<file path="config.mk">
export PLATFORM = sky130hd
export DESIGN_NAME = div3_serial_divider
export DESIGN_NICKNAME = d
export VERILOG_FILES = /design/src/rtl/div3_pkg.sv /design/src/rtl/div3_step_logic.sv /design/src/rtl/div3_en_reg.sv /design/src/rtl/div3_serial_divider.sv
export SDC_FILE = /design/constraint.sdc
export NUM_CORES = 1
export LEC_CHECK = 0
export CAP_MARGIN = 10
export CORE_AREA = 5 5 42 44
export DETAILED_ROUTE_END_ITERATION = 7
export DIE_AREA = 0 0 47 49
export GPL_TIMING_DRIVEN = 1
export PLACE_DENSITY = 0.31
export SYNTH_ARGS = -nofsm -noshare
export SYNTH_HDL_FRONTEND = slang
export SYNTH_SLANG_ARGS = --single-unit
export TNS_END_PERCENT = 5
</file>
<file path="constraint.sdc">
create_clock -name clk_i -period 2.2 [get_ports clk_i]
set_clock_uncertainty 0.15 [all_clocks]
set_input_delay 0.44 -clock clk_i [delete_from_list [all_inputs] [get_ports clk_i]]
set_output_delay 0.44 -clock clk_i [all_outputs]
set_load 0.01 [all_outputs]
</file>
<file path="src/rtl/div3_pkg.sv">
package div3_pkg;
  localparam int unsigned REM_W = 2;

  typedef enum logic [REM_W-1:0] {
    REM_ZERO = 2'b00,
    REM_ONE  = 2'b01,
    REM_TWO  = 2'b10
  } rem_e;
endpackage

</file>
<file path="src/rtl/div3_step_logic.sv">
module div3_step_logic
  import div3_pkg::*;
#(
  parameter bit ARITH_FORM = 1'b1
) (
  input  rem_e rem_i,
  input  logic bit_i,
  output rem_e rem_nxt_o,
  output logic quot_nxt_o
);
  generate
    if (ARITH_FORM) begin : g_arith
      // {rem,bit} is 2*rem+bit; subtract 3 in two bits when it reaches 3
      logic [2:0] sum;
      logic [1:0] diff;
      assign sum  = {rem_i, bit_i};
      assign diff = sum[1:0] - 2'd3;
      always_comb begin
        quot_nxt_o = (sum >= 3'd3);
        rem_nxt_o  = quot_nxt_o ? rem_e'(diff) : rem_e'(sum[1:0]);
      end
    end else begin : g_table
      always_comb begin
        unique case (rem_i)
          REM_ZERO: begin rem_nxt_o = bit_i ? REM_ONE : REM_ZERO; quot_nxt_o = 1'b0; end
          REM_ONE:  begin rem_nxt_o = bit_i ? REM_ZERO : REM_TWO; quot_nxt_o = bit_i; end
          REM_TWO:  begin rem_nxt_o = bit_i ? REM_TWO : REM_ONE;  quot_nxt_o = 1'b1; end
          default:  begin rem_nxt_o = REM_ZERO; quot_nxt_o = 1'b0; end
        endcase
      end
    end
  endgenerate
endmodule

</file>
<file path="src/rtl/div3_en_reg.sv">
module div3_en_reg #(
  parameter int unsigned         W       = 1,
  parameter logic [W-1:0]        RST_VAL = '0
) (
  input  logic         clk_i,
  input  logic         rst_ni,
  input  logic         en_i,
  input  logic [W-1:0] d_i,
  output logic [W-1:0] q_o
);
  always_ff @(posedge clk_i or negedge rst_ni) begin
    if (!rst_ni)   q_o <= RST_VAL;
    else if (en_i) q_o <= d_i;
  end
endmodule

</file>
<file path="src/rtl/div3_serial_divider.sv">
module div3_serial_divider
  import div3_pkg::*;
#(
  parameter bit ARITH_FORM = 1'b1
) (
  input  logic             clk_i,
  input  logic             rst_ni,
  input  logic             valid_i,
  input  logic             din_i,
  output logic             quot_o,
  output logic             quot_valid_o,
  output logic [REM_W-1:0] rem_o
);
  rem_e             rem_q, rem_nxt;
  logic             quot_nxt;
  logic [REM_W-1:0] rem_raw;

  div3_step_logic #(.ARITH_FORM(ARITH_FORM)) i_step (
    .rem_i     (rem_q),
    .bit_i     (din_i),
    .rem_nxt_o (rem_nxt),
    .quot_nxt_o(quot_nxt)
  );

  div3_en_reg #(.W(REM_W), .RST_VAL(REM_ZERO)) i_rem_reg (
    .clk_i (clk_i),
    .rst_ni(rst_ni),
    .en_i  (valid_i),
    .d_i   (rem_nxt),
    .q_o   (rem_raw)
  );
  assign rem_q = rem_e'(rem_raw);

  div3_en_reg #(.W(1), .RST_VAL(1'b0)) i_quot_reg (
    .clk_i (clk_i),
    .rst_ni(rst_ni),
    .en_i  (valid_i),
    .d_i   (quot_nxt),
    .q_o   (quot_o)
  );

  div3_en_reg #(.W(1), .RST_VAL(1'b0)) i_vld_reg (
    .clk_i (clk_i),
    .rst_ni(rst_ni),
    .en_i  (1'b1),
    .d_i   (valid_i),
    .q_o   (quot_valid_o)
  );

  assign rem_o = rem_raw;

  assert_rem_legal_R5: assert property (@(posedge clk_i) disable iff (!rst_ni)
    rem_o != 2'b11);

  assert_from_zero_R2: assert property (@(posedge clk_i) disable iff (!rst_ni)
    (valid_i && rem_o == 2'b00) |=> (!quot_o && rem_o == {1'b0, $past(din_i)}));

  assert_from_one_R3: assert property (@(posedge clk_i) disable iff (!rst_ni)
    (valid_i && rem_o == 2'b01) |=> (quot_o == $past(din_i) &&
                                     rem_o == ($past(din_i) ? 2'b00 : 2'b10)));

  assert_from_two_R4: assert property (@(posedge clk_i) disable iff (!rst_ni)
    (valid_i && rem_o == 2'b10) |=> (quot_o && rem_o == ($past(din_i) ? 2'b10 : 2'b01)));

  assert_idle_hold_R6: assert property (@(posedge clk_i) disable iff (!rst_ni)
    !valid_i |=> ($stable(rem_o) && $stable(quot_o)));

  assert_vld_delay_R7: assert property (@(posedge clk_i) disable iff (!rst_ni)
    valid_i |=> quot_valid_o);

  assert_vld_idle_R7: assert property (@(posedge clk_i) disable iff (!rst_ni)
    !valid_i |=> !quot_valid_o);
endmodule

</file>
==> metrics.yaml, run 1 <==
sta:
  max_slew_margin_pct: 84.3
  setup_tns_ns: 0
  setup_slack_ns: 0.370
  finalCriticalPeriod_ns: 1.83
  rsz0062_at_grt: "no"
  setup_viol: 0
  hold_slack_ns: 0.261
  worstMarginPinSlew_ns: 0.234
  report.final.slew_viol_count: 0
  fin_crit_sh_pct: 83.2
  hold_viol_final: 0
  max_freq_mhz: 546
setup_path:
  crit_type: "register to output port"
  crit_required_ns: 1.61
  arrival_ns: 1.24
  crit_family: "buffers and inverters"
  cp-end-kind: "output port"
  cpPeakStageDelay_ns: 0.58
  path_cells: "clkdlybuf4s50_1"
  crit_fanout: 6
  cp_slowest_cell: "clkdlybuf4s50_1"
  start_kind: "register"
  cp.buffers_inverters: 1
floorplan:
  row_count: 14
  die_h_um: 49
  die_w_um: 47
  start_util_pct: 13.0
  dieArea_um2: 2300
  core_um2: 1400
  io_pins: 8
global_routing:
  grt_max_degree: 8
  gr-total-overflow: 0
  grt_pass1_vias: 189
  grt_first_pass_wirelength_um: 731
  grtUsageTotal_pct: 4.94
  antenna_found_initial: 0
place:
  place_area_um2: 273
  pre_cts_ws_ns: 0.215
  io_buffers: 7
  place.gp.congestion: 0.662
clock_network:
  holdBufCountCts: 0
  cts_setup_buffers: 0
  cts_resized: 0
  cts_tree: "built"
  clk_pin_slew_worst_paths_ns: 0.04
  cts_sinks: 4
  worstSkewPairLatency_ns: 0.23
  cts_root_buf: "clkbuf_4"
  numCtsBuffers: 3
  max-clock-path-buffers: 2
  h-tree-depth: 1
run_status:
  run_status: "finished clean"
layout:
  seq_area_um2: 100
  multi_input_area_um2: 82.6
  drive_above_1_share_pct: 11.1
  finalInstanceArea_um2: 295
  nFillCells: 158
  area_delta_synth_final_pct: 61.6
  antennaDiodeCount: 0
  most-common-layout-cells: "clkdlybuf4s50_1 (7), dfrtp_1 (4), nor2_1 (3), clkbuf_4 (3), nand2_1 (2)"
  final_common_cell: "clkdlybuf4s50_1"
  fin_nets: 34
synth:
  ys_seq_elements: 4
  synth-seq-area-share_pct: 54.8
  synth_cells: 17
  synth_nets: 22
  synth_top_area_share_pct: 54.8
  ys_types: 11
  syn_area_per_cell_um2: 10.7
  netlist_area_um2: 183
  yosys-top-cells-area: "dfrtp_1 (55%), ha_1 (6.8%), nor2_1 (6.2%), o221a_1 (6.2%), o22a_1 (4.8%)"
  yosys_warnings: 0
  synth_top_cell_by_area: "dfrtp_1"
detailed_routing:
  wl_per_cell_um: 10.4
  ant_nets: 0
  via_per_inst: 4.05
  firstDrtPassIters: 2
  drc: 0
  vias: 174
  route.final.wire_length_um: 449
  drt-initial-drc-count: 3
min_path:
  hold_path.class: "input pin to async pin"
flow_run:
  max_cap_viol_count: 0
power_and_ir_drop:
  p_per_area_nw_per_um2: 1090
  ir_drop_v: 0.000302
  power_w: 0.000322
  p_leak_nw: 0.116
[cell usage after synthesis]
library cell / number
a211oi_1: 1
a21oi_1: 1
a31oi_1: 1
dfrtp_1: 4
ha_1: 1
nand2_1: 2
nor2_1: 3
nor3_1: 1
o21bai_1: 1
o221a_1: 1
o22a_1: 1
[stage by stage]
stage               std cells  utilization [%]
global placement           40             19.5
detailed placement         40             19.5
finish                     43             21.1
global route               43             21.1
CTS                        43             21.1
floorplan                  17                -
[per-layer routing]
layer / up-vias / wire (um) / global-route usage, %
met2: 8 / 161 / 6.11
li1: 85 / - / -
met4: 0 / 12 / 5.53
met5: - / 0 / 0
met1: 79 / 241 / 5.52
met3: 2 / 34 / 2.21
[cells by family (layout without fill, tap and decap cells)]
kind of cell	Yosys count	in the layout	share of synthesized area, %
simple gates	6	6	13.0
flops	4	4	54.8
fa+ha+maj	1	1	6.85
compound gates	6	6	25.3
buf+inv	0	10	0
[flip-flops by register name, summed over array words and instances, names as in the netlist]
register,flops
i_vld_reg.q_o,1
i_rem_reg.q_o,2
i_quot_reg.q_o,1
[power breakdown]
group	total [W]	internal [W]	switching, W
registers	0.000120	0.0000948	0.0000254
logic	0.000109	0.0000655	0.0000432
clock network	0.0000932	0.0000612	0.0000320
[path summary, 6_finish.rpt]
path	endpoint	cells past startpoint	start	slack, ns
worst min-delay path	i_quot_reg.q_o	1	rst_ni	0.26
worst max register to register	i_rem_reg.q_o[1]	4	i_rem_reg.q_o[0]	0.77
min in group clk_i	i_quot_reg.q_o	2	i_quot_reg.q_o	0.38
max in group asynchronous	i_rem_reg.q_o[1]	1	rst_ni	1.47
worst max-delay path	rem_o[0]	1	i_rem_reg.q_o[0]	0.37
worst min register to register	i_quot_reg.q_o	2	i_quot_reg.q_o	0.38
[area by class of cell]
type	instances	share of cell area (%)
clock buffers	3	7.63
repair buffers	7	23.7
multi-input cells	13	28.0
well taps	16	6.78
flip-flops and latches	4	33.9
(Power assumes the default switching activity.)
==> run 2, diff against run 1 <==
Clock period 2.2 ns to 1.81 ns, I/O delays scaled along.
==> metrics.yaml, run 2 (synthesis gave the netlist of run 1 again) <==
place:
  place_inst: 42  # +5.0%
  io_buffers: 7  # unchanged
  place.gp.congestion: 0.713  # +7.7%
  dp_hpwl_um: 339
  place_area_um2: 288  # +5.5%
  pre_cts_ws_ns: 0.0266  # -0.189 ns
sta:
  report.final.slew_viol_count: 0  # unchanged
  rsz0062_at_grt: "no"
  fin_crit_sh_pct: 96.0
  setup_viol: 0  # unchanged
  finalCriticalPeriod_ns: 1.74
  max_freq_mhz: 575
  worstMarginPinSlew_ns: 0.227  # -0.00665 ns
  setup_slack_ns: 0.0720  # -0.298 ns
  setup_tns_ns: 0  # unchanged
  hold_viol_final: 0  # unchanged
  max_slew_margin_pct: 84.8  # +0.49 points
clock_network:
  h-tree-depth: 1  # unchanged
  cts_root_buf: "clkbuf_4"
  clk_pin_slew_worst_paths_ns: 0.04  # about the same
  max-clock-path-buffers: 2  # unchanged
  cts_sinks: 4  # unchanged
  cts_resized: 0  # unchanged
  cts_setup_buffers: 0  # unchanged
  worstSkewPairLatency_ns: 0.24  # about the same
  cts_tree: "built"
  numCtsBuffers: 3  # unchanged
  holdBufCountCts: 0  # unchanged
layout:
  fin_nets: 36  # +5.9%
  seq_area_um2: 101  # +1.2%
  fin_cells: 45  # +4.7%
  fin_util_pct: 22.2  # +1.2 points
  antennaDiodeCount: 0  # unchanged
  nFillCells: 163  # +3.2%
  top_register: "i_rem_reg.q_o"
  final_common_cell: "clkdlybuf4s50_1"
  most-common-layout-cells: "clkdlybuf4s50_1 (7), nor2_1 (3), clkbuf_4 (3), dfrtp_1 (3)"
  largest_reg_flops: 2  # unchanged
  drive_above_1_share_pct: 20.7  # +9.6 points
  area_delta_synth_final_pct: 70.5
  multi_input_area_um2: 82.6  # unchanged
  reg.largest.list: "i_rem_reg.q_o: 2 flops, i_quot_reg.q_o: 1 flops, i_vld_reg.q_o: 1 flops"
  finalInstanceArea_um2: 312  # +5.5%
global_routing:
  gr-total-overflow: 0  # unchanged
  grtUsageTotal_pct: 5.22  # +0.28 points
  grt_first_pass_wirelength_um: 731  # unchanged
  grt_pass1_vias: 172  # -9.0%
  antenna_found_initial: 0  # unchanged
  grt_max_degree: 8  # unchanged
setup_path:
  crit_fanout: 6  # unchanged
  cpPeakStageDelay_ns: 0.57  # about the same
  crit_required_ns: 1.30  # -0.31 ns
  cp-end-kind: "output port"
  arrival_ns: 1.23  # about the same
  path_cells: "clkdlybuf4s50_1"
  cp.buffers_inverters: 1  # unchanged
  crit_family: "buffers and inverters"
  start_kind: "register"
  crit_type: "register to output port"
  cp_slowest_cell: "clkdlybuf4s50_1"
detailed_routing:
  drc: 0  # unchanged
  drt-initial-drc-count: 6  # +3
  via_per_inst: 4.07  # +0.50%
  ant_nets: 0  # unchanged
  vias: 183  # +5.2%
  wl_per_cell_um: 9.93  # -4.9%
  route.final.wire_length_um: 447  # -0.45%
  firstDrtPassIters: 4  # +2
power_and_ir_drop:
  ir_drop_v: 0.000408  # +35%
  p_leak_nw: 0.125  # +7.8%
  p_per_area_nw_per_um2: 1290  # +18%
floorplan:
  start_util_pct: 13.0  # unchanged
  core_um2: 1400  # unchanged
  die_w_um: 47  # unchanged
  io_pins: 8  # unchanged
  die_h_um: 49  # unchanged
  row_count: 14  # unchanged
  dieArea_um2: 2300  # unchanged
run_status:
  run_status: "finished clean"
flow_run:
  max_cap_viol_count: 0  # unchanged
min_path:
  hold_path.class: "input pin to async pin"
run 2: changes by cell type in the layout (fill, tap and decap cells not counted), sizes merged:
cell  delta
buf      +2
run 2: layer usage:
| layer | part of all wire (%) | track usage (%) | routed length, um |
|---|---|---|---|
| met3 | 10 | 4.43 | 46 |
| met1 | 46 | 5.52 | 206 |
| met2 | 43 | 4.98 | 193 |
| met4 | 0 | 6.91 | 0 |
| met5 | 0 | 0 | 0 |
run 2: path summary, 6_finish.rpt:
kind | from | endpoint | slack, ns | cells after the start
setup reg to reg | i_rem_reg.q_o[0] | i_rem_reg.q_o[1] | 0.42 | 3
hold / removal | rst_ni | i_vld_reg.q_o | 0.17 | 1
hold reg to reg | i_quot_reg.q_o | i_quot_reg.q_o | 0.37 | 2
max in group asynchronous | rst_ni | i_rem_reg.q_o[0] | 1.15 | 1
setup / recovery | i_rem_reg.q_o[1] | rem_o[1] | 0.07 | 1
min in group clk_i | i_quot_reg.q_o | i_quot_reg.q_o | 0.37 | 2
run 2: cell type report:
| class | count | area share, % |
|---|---|---|
| sequential | 4 | 32.5 |
| timing repair buffer | 9 | 27.3 |
| multi-input combinational | 13 | 26.5 |
| clock buffer | 3 | 7.23 |
| tap | 16 | 6.43 |
run 2: per-stage QoR:
step | power, W | hold slack, ns
6_report | 0.000402 | 0.175
2_1_floorplan | 0.000205 | -0.0836
4_1_cts | 0.000407 | 0.181
5_1_grt | 0.000434 | 0.186
3_5_place_dp | 0.000286 | 0.368
3_3_place_gp | 0.000286 | 0.364
run 2: report_power, final:
part / switching, W / internal, W / leakage (nW)
combinational: 0.0000525 / 0.0000847 / 0.0673
clock: 0.0000432 / 0.0000746 / 0.0138
sequential: 0.0000306 / 0.000116 / 0.0435
==> run 3, diff against run 2 <==
Settings changed: SETUP_SLACK_MARGIN set to 0.5.
==> metrics.yaml, run 3 (synthesis gave the netlist of run 1 again) <==
detailed_routing:
  wl_per_cell_um: 10.5  # +5.7%
  via_per_inst: 4.08  # +0.41%
  drt-initial-drc-count: 5  # -1
  ant_nets: 0  # unchanged
  drc: 0  # unchanged
  vias: 196  # +7.1%
  firstDrtPassIters: 4  # unchanged
  route.final.wire_length_um: 504  # +13%
floorplan:
  core_um2: 1400  # unchanged
  die_h_um: 49  # unchanged
  row_count: 14  # unchanged
  start_util_pct: 13.0  # unchanged
  dieArea_um2: 2300  # unchanged
  die_w_um: 47  # unchanged
  io_pins: 8  # unchanged
clock_network:
  h-tree-depth: 1  # unchanged
  numCtsBuffers: 3  # unchanged
  cts_root_buf: "clkbuf_4"
  max-clock-path-buffers: 2  # unchanged
  holdBufCountCts: 0  # unchanged
  cts_sinks: 4  # unchanged
  cts_tree: "built"
  worstSkewPairLatency_ns: 0.24  # about the same
  clk_pin_slew_worst_paths_ns: 0.04  # about the same
sta:
  rsz0062_at_grt: "yes"
  hold_viol_final: 0  # unchanged
  max_slew_margin_pct: 84.5  # -0.35 points
  setup_viol: 0  # unchanged
  report.final.slew_viol_count: 0  # unchanged
  max_freq_mhz: 738  # +28%
  finalCriticalPeriod_ns: 1.35  # -0.383 ns
  setup_slack_ns: 0.455  # +0.383 ns
  fin_crit_sh_pct: 74.9  # -21 points
  hold_slack_ns: 0.170  # -0.00465 ns
  worstMarginPinSlew_ns: 0.232  # +0.00524 ns
  setup_tns_ns: 0  # unchanged
layout:
  final_common_cell: "buf_4"
  top_register: "i_rem_reg.q_o"
  fin_util_pct: 24.0  # +1.8 points
  drive_above_1_share_pct: 37.5  # +17 points
  area_delta_synth_final_pct: 84.2
  largest_reg_flops: 2  # unchanged
  antennaDiodeCount: 0  # unchanged
  fin_nets: 38  # +5.6%
  nFillCells: 169  # +3.7%
  reg.largest.list: "i_rem_reg.q_o: 2 flops, i_quot_reg.q_o: 1 flops, i_vld_reg.q_o: 1 flops"
  most-common-layout-cells: "buf_4 (4), nor2_1 (3), clkbuf_4 (3), dfrtp_1 (3)"
setup_path:
  rrSetupSlack_ns: 0.50  # +0.08 ns
  crit_family: "flip-flops"
  cp_slowest_cell: "dfrtp_1"
  path_cells: "clkdlybuf4s15_1"
  crit_required_ns: 1.30  # about the same
  arrival_ns: 0.84  # -0.39 ns
  cp.buffers_inverters: 1  # unchanged
  cpPeakStageDelay_ns: 0.37  # -0.20 ns
  cp-end-kind: "output port"
  regToRegEndpoint: "i_rem_reg.q_o[0]"
  crit_type: "register to output port"
  r2r-start: "i_rem_reg.q_o[0]"
  start_kind: "register"
  crit_fanout: 2  # -4
  reg2reg_depth: 5  # +2
global_routing:
  grtUsageTotal_pct: 5.93  # +0.71 points
  gr-total-overflow: 0  # unchanged
  grt_pass1_vias: 211  # +23%
  grt_max_degree: 8  # unchanged
  antenna_found_initial: 0  # unchanged
  grt_first_pass_wirelength_um: 924  # +26%
power_and_ir_drop:
  p_per_area_nw_per_um2: 1290  # -0.17%
  ir_drop_v: 0.000348  # -15%
  power_w: 0.000434  # +7.9%
  p_leak_nw: 0.138  # +11%
flow_run:
  max_cap_viol_count: 0  # unchanged
run_status:
  run_status: "finished clean"
place:
  pre_cts_ws_ns: 0.00221  # -0.0244 ns
  place.gp.congestion: 0.655  # -8.2%
  io_buffers: 7  # unchanged
min_path:
  hold_path.class: "input pin to async pin"
run 3: cell count changes in the layout (fill, tap and decap cells not counted), sizes merged:
| cell | before | now |
|---|---|---|
| buf | 2 | 6 |
| clkbuf | 3 | 4 |
| clkdlybuf4s15 | 0 | 2 |
| clkdlybuf4s50 | 7 | 2 |
| dlygate4sd2 | 0 | 1 |
run 3: worst register-to-register path, stage by stage, from the launching register on:
cell	delay (ns)
dfrtp_2	0.43
ha_4	0.17
buf_4	0.13
nor3_2	0.09
nand2_1	0.07
a31oi_1	0.18
run 3: layout make-up:
cell class              count  area (um2)  area share [%]
well taps                  16        20.0            5.95
flip-flops and latches      4         101            30.1
repair buffers             11        88.8            26.4
clock buffers               4        26.3            7.81
multi-input cells          13         100            29.7
run 3: how the worst max path moves through the flow:
stage	from	endpoint	slack, ns	depth (start not counted)
after global routing	i_rem_reg.q_o[0]	i_rem_reg.q_o[0]	0.41	5
after floorplan	i_rem_reg.q_o[0]	i_rem_reg.q_o[1]	0.52	3
final	i_quot_reg.q_o	quot_o	0.46	1
after global placement	din_i	i_rem_reg.q_o[1]	0.03	4
after CTS	i_quot_reg.q_o	quot_o	0.44	1
after detailed placement	din_i	i_rem_reg.q_o[0]	0.002	6
run 3: power breakdown:
part	total, W	switching, W	leakage (nW)	internal, W
sequential	0.000137	0.0000206	0.0435	0.000117
clock	0.000126	0.0000430	0.0150	0.0000831
combinational	0.000170	0.0000788	0.0796	0.0000915
total	0.000434	0.000142	0.138	0.000291
run 3: routing by layer:
metal  vias to the layer above  routed length [um]  GRT usage [%]
li1                         93                   -              -
met1                        92                 210           7.98
met2                         9                 225           6.56
met3                         2                  47           1.48
met4                         0                  21           6.91
met5                         -                   0              0
run 3: repair_timing:
action	4_1_cts	5_1_grt
gates resized for setup	13	1
buffers inserted	2	0
cloned	0	0
endpoints found under the setup margin	7	6
hold endpoints to repair	0	0
pin swaps	0	1
run 3: stage by stage:
stage	std cells	area (um2)
2_1_floorplan	17	196
3_3_place_gp	42	302
3_5_place_dp	42	302
4_1_cts	48	332
5_1_grt	48	337
6_report	48	337
